--- src/rtl/vstx_pkg.sv ---
package vstx_pkg;

    typedef struct packed {
        logic oneway;
        logic disabled;
    } vstx_ctl_t;

    localparam vstx_ctl_t CTL_RESET = '{oneway: 1'b1, disabled: 1'b1};

endpackage

--- src/rtl/vstx_edge_sync.sv ---
module vstx_edge_sync #(
    parameter int STAGES = 2
) (
    input  logic clk,
    input  logic rst_n,
    input  logic async_in,
    output logic rise_stb
);
    localparam int CHAIN_W = STAGES + 1;

    typedef struct packed {
        logic [CHAIN_W-1:0] chain;
    } sync_t;

    sync_t st_d, st_q;

    always_comb begin
        st_d = st_q;
        st_d.chain = {st_q.chain[CHAIN_W-2:0], async_in};
    end

    always_ff @(posedge clk or negedge rst_n) begin
        if (!rst_n) st_q <= '0;
        else        st_q <= st_d;
    end

    assign rise_stb = st_q.chain[STAGES-1] & ~st_q.chain[STAGES];

endmodule

--- src/rtl/vstx_host_regs.sv ---
module vstx_host_regs
    import vstx_pkg::*;
#(
    parameter int DATA_W = 8
) (
    input  logic              clk,
    input  logic              rst_n,
    input  logic              data_wr,
    input  logic [DATA_W-1:0] data_in,
    input  logic              ctl_wr,
    input  logic              ctl_oneway,
    input  logic              ctl_disable,
    input  logic              irq_clr,
    input  logic              load_stb,
    output vstx_ctl_t         ctl,
    output logic [DATA_W-1:0] hold_byte,
    output logic              irq
);
    typedef struct packed {
        vstx_ctl_t         ctl;
        logic [DATA_W-1:0] hold;
        logic              irq;
    } regs_t;

    regs_t r_d, r_q;

    always_comb begin
        r_d = r_q;
        if (ctl_wr) begin
            r_d.ctl.oneway   = ctl_oneway;
            r_d.ctl.disabled = ctl_disable;
        end
        if (data_wr) r_d.hold = data_in;
        if (load_stb)     r_d.irq = 1'b1;
        else if (irq_clr) r_d.irq = 1'b0;
    end

    always_ff @(posedge clk or negedge rst_n) begin
        if (!rst_n) begin
            r_q.ctl  <= CTL_RESET;
            r_q.hold <= '0;
            r_q.irq  <= 1'b0;
        end else begin
            r_q <= r_d;
        end
    end

    assign ctl       = r_q.ctl;
    assign hold_byte = r_q.hold;
    assign irq       = r_q.irq;

endmodule

--- src/rtl/vstx_frame_engine.sv ---
module vstx_frame_engine #(
    parameter int DATA_W = 8,
    parameter int CNT_W  = $clog2(DATA_W + 1)
) (
    input  logic              clk,
    input  logic              rst_n,
    input  logic              active,
    input  logic              edge_stb,
    input  logic [DATA_W-1:0] hold_byte,
    output logic              line_bit,
    output logic              load_stb,
    output logic              empty,
    output logic [CNT_W-1:0]  bit_cnt
);
    localparam int              MSB      = DATA_W - 1;
    localparam logic [CNT_W-1:0] LAST_CNT = CNT_W'(DATA_W);

    typedef struct packed {
        logic [DATA_W-1:0] sh;
        logic [CNT_W-1:0]  cnt;
        logic              empty;
        logic              bit_out;
    } eng_t;

    eng_t e_d, e_q;
    logic load_c;

    always_comb begin
        e_d    = e_q;
        load_c = 1'b0;
        if (!active) begin
            e_d.cnt     = '0;
            e_d.empty   = 1'b0;
            e_d.bit_out = 1'b1;
        end else if (edge_stb) begin
            if (e_q.empty) begin
                load_c      = 1'b1;
                e_d.bit_out = hold_byte[MSB];
                e_d.sh      = {hold_byte[MSB-1:0], 1'b1};
                e_d.cnt     = CNT_W'(1);
                e_d.empty   = 1'b0;
            end else if (e_q.cnt == LAST_CNT) begin
                e_d.bit_out = 1'b1;
                e_d.cnt     = '0;
                e_d.empty   = 1'b1;
            end else begin
                e_d.bit_out = e_q.sh[MSB];
                e_d.sh      = {e_q.sh[MSB-1:0], 1'b1};
                e_d.cnt     = e_q.cnt + CNT_W'(1);
            end
        end
    end

    always_ff @(posedge clk or negedge rst_n) begin
        if (!rst_n) begin
            e_q.sh      <= '1;
            e_q.cnt     <= '0;
            e_q.empty   <= 1'b0;
            e_q.bit_out <= 1'b1;
        end else begin
            e_q <= e_d;
        end
    end

    assign line_bit = e_q.bit_out;
    assign load_stb = load_c;
    assign empty    = e_q.empty;
    assign bit_cnt  = e_q.cnt;

endmodule

--- src/rtl/vsync_serial_tx.sv ---
module vsync_serial_tx
    import vstx_pkg::*;
#(
    parameter int DATA_W      = 8,
    parameter int SYNC_STAGES = 2
) (
    input  logic              clk,
    input  logic              rst_n,
    input  logic              vsync_in,
    input  logic              data_wr,
    input  logic [DATA_W-1:0] data_in,
    input  logic              ctl_wr,
    input  logic              ctl_oneway,
    input  logic              ctl_disable,
    input  logic              irq_clr,
    output logic              irq,
    output logic              sda_oe,
    output logic              scl_oe,
    output logic              pin_sel
);
    localparam int CNT_W = $clog2(DATA_W + 1);

    vstx_ctl_t         ctl;
    logic [DATA_W-1:0] hold_byte;
    logic              edge_stb;
    logic              active;
    logic              line_bit;
    logic              load_stb;
    logic              empty;
    logic [CNT_W-1:0]  bit_cnt;

    vstx_edge_sync #(.STAGES(SYNC_STAGES)) u_sync (
        .clk      (clk),
        .rst_n    (rst_n),
        .async_in (vsync_in),
        .rise_stb (edge_stb)
    );

    vstx_host_regs #(.DATA_W(DATA_W)) u_regs (
        .clk         (clk),
        .rst_n       (rst_n),
        .data_wr     (data_wr),
        .data_in     (data_in),
        .ctl_wr      (ctl_wr),
        .ctl_oneway  (ctl_oneway),
        .ctl_disable (ctl_disable),
        .irq_clr     (irq_clr),
        .load_stb    (load_stb),
        .ctl         (ctl),
        .hold_byte   (hold_byte),
        .irq         (irq)
    );

    assign active = ctl.oneway & ~ctl.disabled;

    vstx_frame_engine #(.DATA_W(DATA_W), .CNT_W(CNT_W)) u_engine (
        .clk       (clk),
        .rst_n     (rst_n),
        .active    (active),
        .edge_stb  (edge_stb),
        .hold_byte (hold_byte),
        .line_bit  (line_bit),
        .load_stb  (load_stb),
        .empty     (empty),
        .bit_cnt   (bit_cnt)
    );

    assign sda_oe  = active & ~line_bit;
    assign scl_oe  = 1'b0;
    assign pin_sel = ~ctl.disabled;

endmodule

--- config.mk ---
export PLATFORM = sky130hd
export DESIGN_NAME = vsync_serial_tx
export DESIGN_NICKNAME = d
export VERILOG_FILES = /design/src/rtl/vstx_pkg.sv /design/src/rtl/vstx_edge_sync.sv /design/src/rtl/vstx_host_regs.sv /design/src/rtl/vstx_frame_engine.sv /design/src/rtl/vsync_serial_tx.sv
export SDC_FILE = /design/constraint.sdc
export NUM_CORES = 1
export LEC_CHECK = 0
export ABC_AREA = 1
export CORE_UTILIZATION = 32
export CTS_BUF_LIST = sky130_fd_sc_hd__clkbuf_4 sky130_fd_sc_hd__clkbuf_8
export CTS_CLUSTER_DIAMETER = 200
export DETAILED_ROUTE_END_ITERATION = 10
export GPL_ROUTABILITY_DRIVEN = 0
export GPL_TIMING_DRIVEN = 0
export REMOVE_ABC_BUFFERS = 1
export SLEW_MARGIN = 30
export SYNTH_ARGS = -nofsm -noshare
export SYNTH_HDL_FRONTEND = slang
export SYNTH_SLANG_ARGS = --single-unit
--- constraint.sdc ---
create_clock -name clk -period 1.5 [get_ports clk]
set_clock_uncertainty 0.15 [all_clocks]
set_input_delay 0.3 -clock clk [delete_from_list [all_inputs] [get_ports clk]]
set_output_delay 0.3 -clock clk [all_outputs]
set_load 0.005 [all_outputs]
After elaboration in Yosys (flattened, before gate mapping)
Cells that the tools add are included.

operators by class
  add/sub/neg operators = 1
  multiplexer cells = 12
  equality and inequality tests = 3
  bitwise operators = 6
  reductions and logical operators = 2

operators with widths
  cell                                                             count
  14-bit 2-to-1 mux                                                1
  6-bit 2-to-1 mux                                                 2
  8-bit 2-to-1 mux                                                 1
  1-bit 2-to-1 mux                                                 7
  4-bit by 1-bit adder with 4-bit output, second input constant    1
  4-bit equality test, second input constant                       1
  4-bit 2-to-1 mux                                                 1
  1-bit AND                                                        3
  1-bit NOT                                                        3
  3-bit AND reduction                                              1
  2-bit by 1-bit != test with 1-bit output, second input constant  1
  2-bit != test, second input constant                             1
  2-bit nonzero test                                               1

storage, ports and cells
  logic and storage cells = 33
  bits of input ports = 16
  flip-flop bits (word level) = 28
  output and inout port bits = 4

Depth between registers and ports, before layout
  depth in word-level cells = 5
  gate-level depth with buffers = 8
  gate-level depth less buffers = 8

Cells and area by module
From an unflattened synthesis, not the netlist that was laid out.

unflattened totals
  cells, all modules = 164
  area, all modules = 1351.3 um^2

modules (own cells, without submodules)
  module             times used  sequential area each (um^2)  cells each  area an instance (um^2)
  vstx_frame_engine  1           335.3                        105         810.8
  vstx_host_regs     1           277.8                        48          424.2
  vstx_edge_sync     1           75.1                         5           85.1
  vsync_serial_tx    1           0.0                          6           31.3

Worst setup path after synthesis
OpenSTA, ideal clock, no wires.

  path type = reg-to-reg
  start point = register u_engine.e_q, in the netlist u_engine.bit_cnt[0]
  end point = register u_engine.e_q, in the netlist u_engine.line_bit
  buffers on the path = 0
  setup time = 0.067 ns
  period minus slack after synthesis = 1.319 ns
  stages on the path, launching flop included = 9
  path slack = 0.181 ns
  required time = 1.283 ns
  arrival = 1.102 ns
  path through = dfrtp_1 inv_1 ha_1 nand2_1 nor2_1 nand2_1 nand2_1 nor2_1 nor2_1

between the ends
  word-level cells in the longest chain between the ends = 5

RTL lines
  item                 RTL line                 source
  from (decl)          vstx_frame_engine.sv:25  eng_t e_d, e_q;
  4-bit equality test  vstx_frame_engine.sv:42  end else if (e_q.cnt == LAST_CNT) begin
  1-bit 2-to-1 mux     vstx_frame_engine.sv:42
  14-bit 2-to-1 mux    vstx_frame_engine.sv:36  if (e_q.empty) begin
  6-bit 2-to-1 mux     vstx_frame_engine.sv:35  end else if (edge_stb) begin
  6-bit 2-to-1 mux     vstx_frame_engine.sv:31  if (!active) begin

No other way between the ends. The select of a mux whose other input is x is not followed.
A chain may end at the register's enable or synchronous reset.

Final worst setup path
  start point = register u_regs.ctl[1] (netlist name)
  end point = output port sda_oe

between the ends
  word-level cells in the longest chain between the ends = 2

RTL lines
  item       RTL line               source
  1-bit AND  vsync_serial_tx.sv:54  assign active = ctl.oneway & ~ctl.disabled;
  1-bit AND  vsync_serial_tx.sv:68  assign sda_oe = active & ~line_bit;
  to (decl)  vsync_serial_tx.sv:17  output logic sda_oe,

No other way between the ends.

==> metrics.txt <==
layout overhead on the synthesized area=29.68%; Routed Wire Length=2347 um; clock latency on the worst-skew pair=270 ps; global-route wire length before repair=3795 um; most used routing layer=met2; Crit Path Class=reg -> out; DP Area=0.001463 mm2; xor/xnor share of the synthesized area=0.006972; Slew HR=0.6049; Yosys Warn Count=0; io pins=20; routed vias=1001; fraction of the mapped netlist area in simple logic gates=0.2371; Post-Layout Inst Area=0.001629 mm2; R2R depth=7; final worst setup slack=-36.73 ps; top post-synthesis cells by count=nand2_1, dfrtp_1, o21ai_0; commonest register cell after synthesis=dfrtp_1; max-cap violation count=0; RR Startpoint=u_regs.ctl[1]; Critical Path Start=u_regs.ctl[1]; IO buf count=18; Max Clk Rate=650.7 MHz; Setup violations, final=5; Hold Crit Start=u_sync.st_q[0]; worst reg2reg path endpoint=u_engine.e_q[10]; library cells used by synthesis=22; met1 Usage GRT=0.1353; Core Rows=22; fin nets=198; Die Span Y=64.66 um; vias per cell=4.410; Synth Area in Adders=0.01992; Setup crit end kind=output pin; Bufs and invs on worst path=1; CTS buffer count=3; Yosys top cell by area=dfrtp_1; drc violations=0; largest family of logic cells by synthesized area=simple AND/OR/NAND/NOR gates; Seq/Total Area, Yosys=0.5478; met2 Use GR=0.2066; DRT iter0 DRCs=34; Post-synth EDFFs=0; Hold Crit Class=reg -> reg; Crit-path slowest cell=dfstp_2; ys async rst share=1.000; hold slack=206.3 ps; CTS tree=done; Top delay family on crit path=flip-flops; Design Power=1.581 mW; antenna-violating nets left=0; crit path launch type=flip-flop; clk root buf=clkbuf_8; R2R Setup Slk=0 ps; number of synthesized register bits=27; post-synthesis cell count=149; Cell Chain, Critical Path=nand2_2 > nor2_2 > buf_2; unrepaired setup endpoints after global routing=yes; slew of the pin with the lowest slew margin=592.6 ps; Crit Path Max Fanout=2; per-cell routed wire length=10.34 um; Slowest Stage Delay on Critical Path=550 ps; status=finished with violations; mux cell area share after synthesis=0; DP HPWL=1515 um; drt first pass iters=4; final-report max-slew violation count=0; cell with the most instances after synthesis=nand2_1; failing checks=setup timing; clock slew at reported path FFs=90 ps; Period minus WS final=1537 ps; Clock Tree Buf Depth=2; initial antenna violation count=0; synth top area cells=dfrtp_1, dfstp_2, nand2_1, o21ai_0, inv_1; Worst EP arrival=1090 ps; top cell type's share of synthesized area=0.3386; area of the mapped netlist=0.001256 mm2; GR Util met3=0.03697; GR Util All Layers=0.1161; core area=0.003716 mm2; H-tree levels=1; Compound-Gate Fraction of Synth Area=0.1086; Critical Path End=sda_oe; full die area=0.004180 mm2; vias in the first global route=935; Overflow after GRT=0; Cell Pwr Density=970.4 mW/mm2; Initial Utilization=0.3380; Synth Area per Inst=8.431 um2; pin count of the biggest net entering global routing=28; Die Width=64.66 um; WP depth=3; clock sink count=27; fraction of layout instances using a drive strength above 1=0.2514; setup TNS=-45.35 ps; final cycle utilization of the critical path=1.024; number of diodes=0; Leak Pwr=0.7667 nW; Critical Path RT=1050 ps; Hold Vio Cnt, Final=0; Max VDD drop=0.0008782 V
==> routing by layer <==
| metal | share of wire | vias to the layer above |
|---|---|---|
| li1 | - | 519 |
| met1 | 0.49 | 468 |
| met2 | 0.47 | 12 |
| met3 | 0.030 | 2 |
| met4 | 0.0051 | 0 |
| met5 | 0 | - |
==> final cells by class <==
type | count | area [um2]
multi-input cells | 100 | 504.2
repair buffers | 29 | 249.0
repair inverters | 1 | 7.507
flip-flops and latches | 27 | 688.2
well taps | 48 | 60.06
fillers | 382 | 2087
inverters | 18 | 71.32
clock buffers | 4 | 48.80
==> worst min path at each step <==
stage	endpoint	depth (start not counted)
global route	u_sync.st_q[1]	0
global placement	u_sync.st_q[1]	0
detailed placement	u_sync.st_q[1]	1
CTS	u_sync.st_q[1]	0
finish	u_sync.st_q[1]	0
floorplan	u_engine.bit_cnt[0]	0
==> sequential cells by signal, indices dropped and copies added (netlist names) <==
register,count
u_engine.empty,1
u_regs.ctl,2
u_sync.st_q,3
u_regs.irq,1
u_regs.hold_byte,8
u_engine.e_q,7
u_engine.line_bit,1
u_engine.bit_cnt,4
==> repair_timing <==
action / in CTS / in global routing
gates resized for setup: 12 / 9
hold buffers: 1 / 0
gates cloned: 0 / 1
setup buffers: 5 / 5
endpoints found under the setup margin: 10 / 13
hold endpoints to repair: 17 / 0
pin swaps: 2 / 10
==> logic make-up (layout without fill, tap and decap cells) <==
logic type,count (synthesis),after routing
compound gates,23,23
xor+xnor,1,1
fa+ha+maj,2,2
buf+inv,22,52
flops,27,27
other cells,1,1
simple gates,73,73
==> metrics by stage <==
stage	util	worst slack [ps]	instances
floorplan	-	171.8	145
global placement	0.3949	-399.4	211
detailed placement	0.3936	-200.5	211
CTS	0.4199	-51.20	221
global route	0.4384	-71.90	227
finish	0.4384	-36.73	227
==> power by group <==
group	internal (mW)	switching [mW]	leakage (nW)
combinational	0.128	0.134	0.421
sequential	0.852	0.0418	0.320
clock	0.208	0.216	0.0262
==> placed cells by master, fill, tap and decap left out, types with 4 or more instances in the layout <==
master	synthesis	layout
buf_4	1	10
clkdlybuf4s50_1	0	14
dfrtp_1	17	17
dfstp_2	10	10
inv_1	16	12
inv_2	1	4
nand2_1	54	52
nand3_1	5	4
nor2_1	11	9
o21ai_0	17	17
==> worst reg2reg max path, stage by stage (launching register included) <==
cell     delay, ps
dfstp_2        550
buf_4          120
inv_2           40
nor2_4         120
nand2_4         90
a21oi_4        220
nand2_1         80
nand2_1         60
Note: power is estimated with default switching activity, not from simulation.
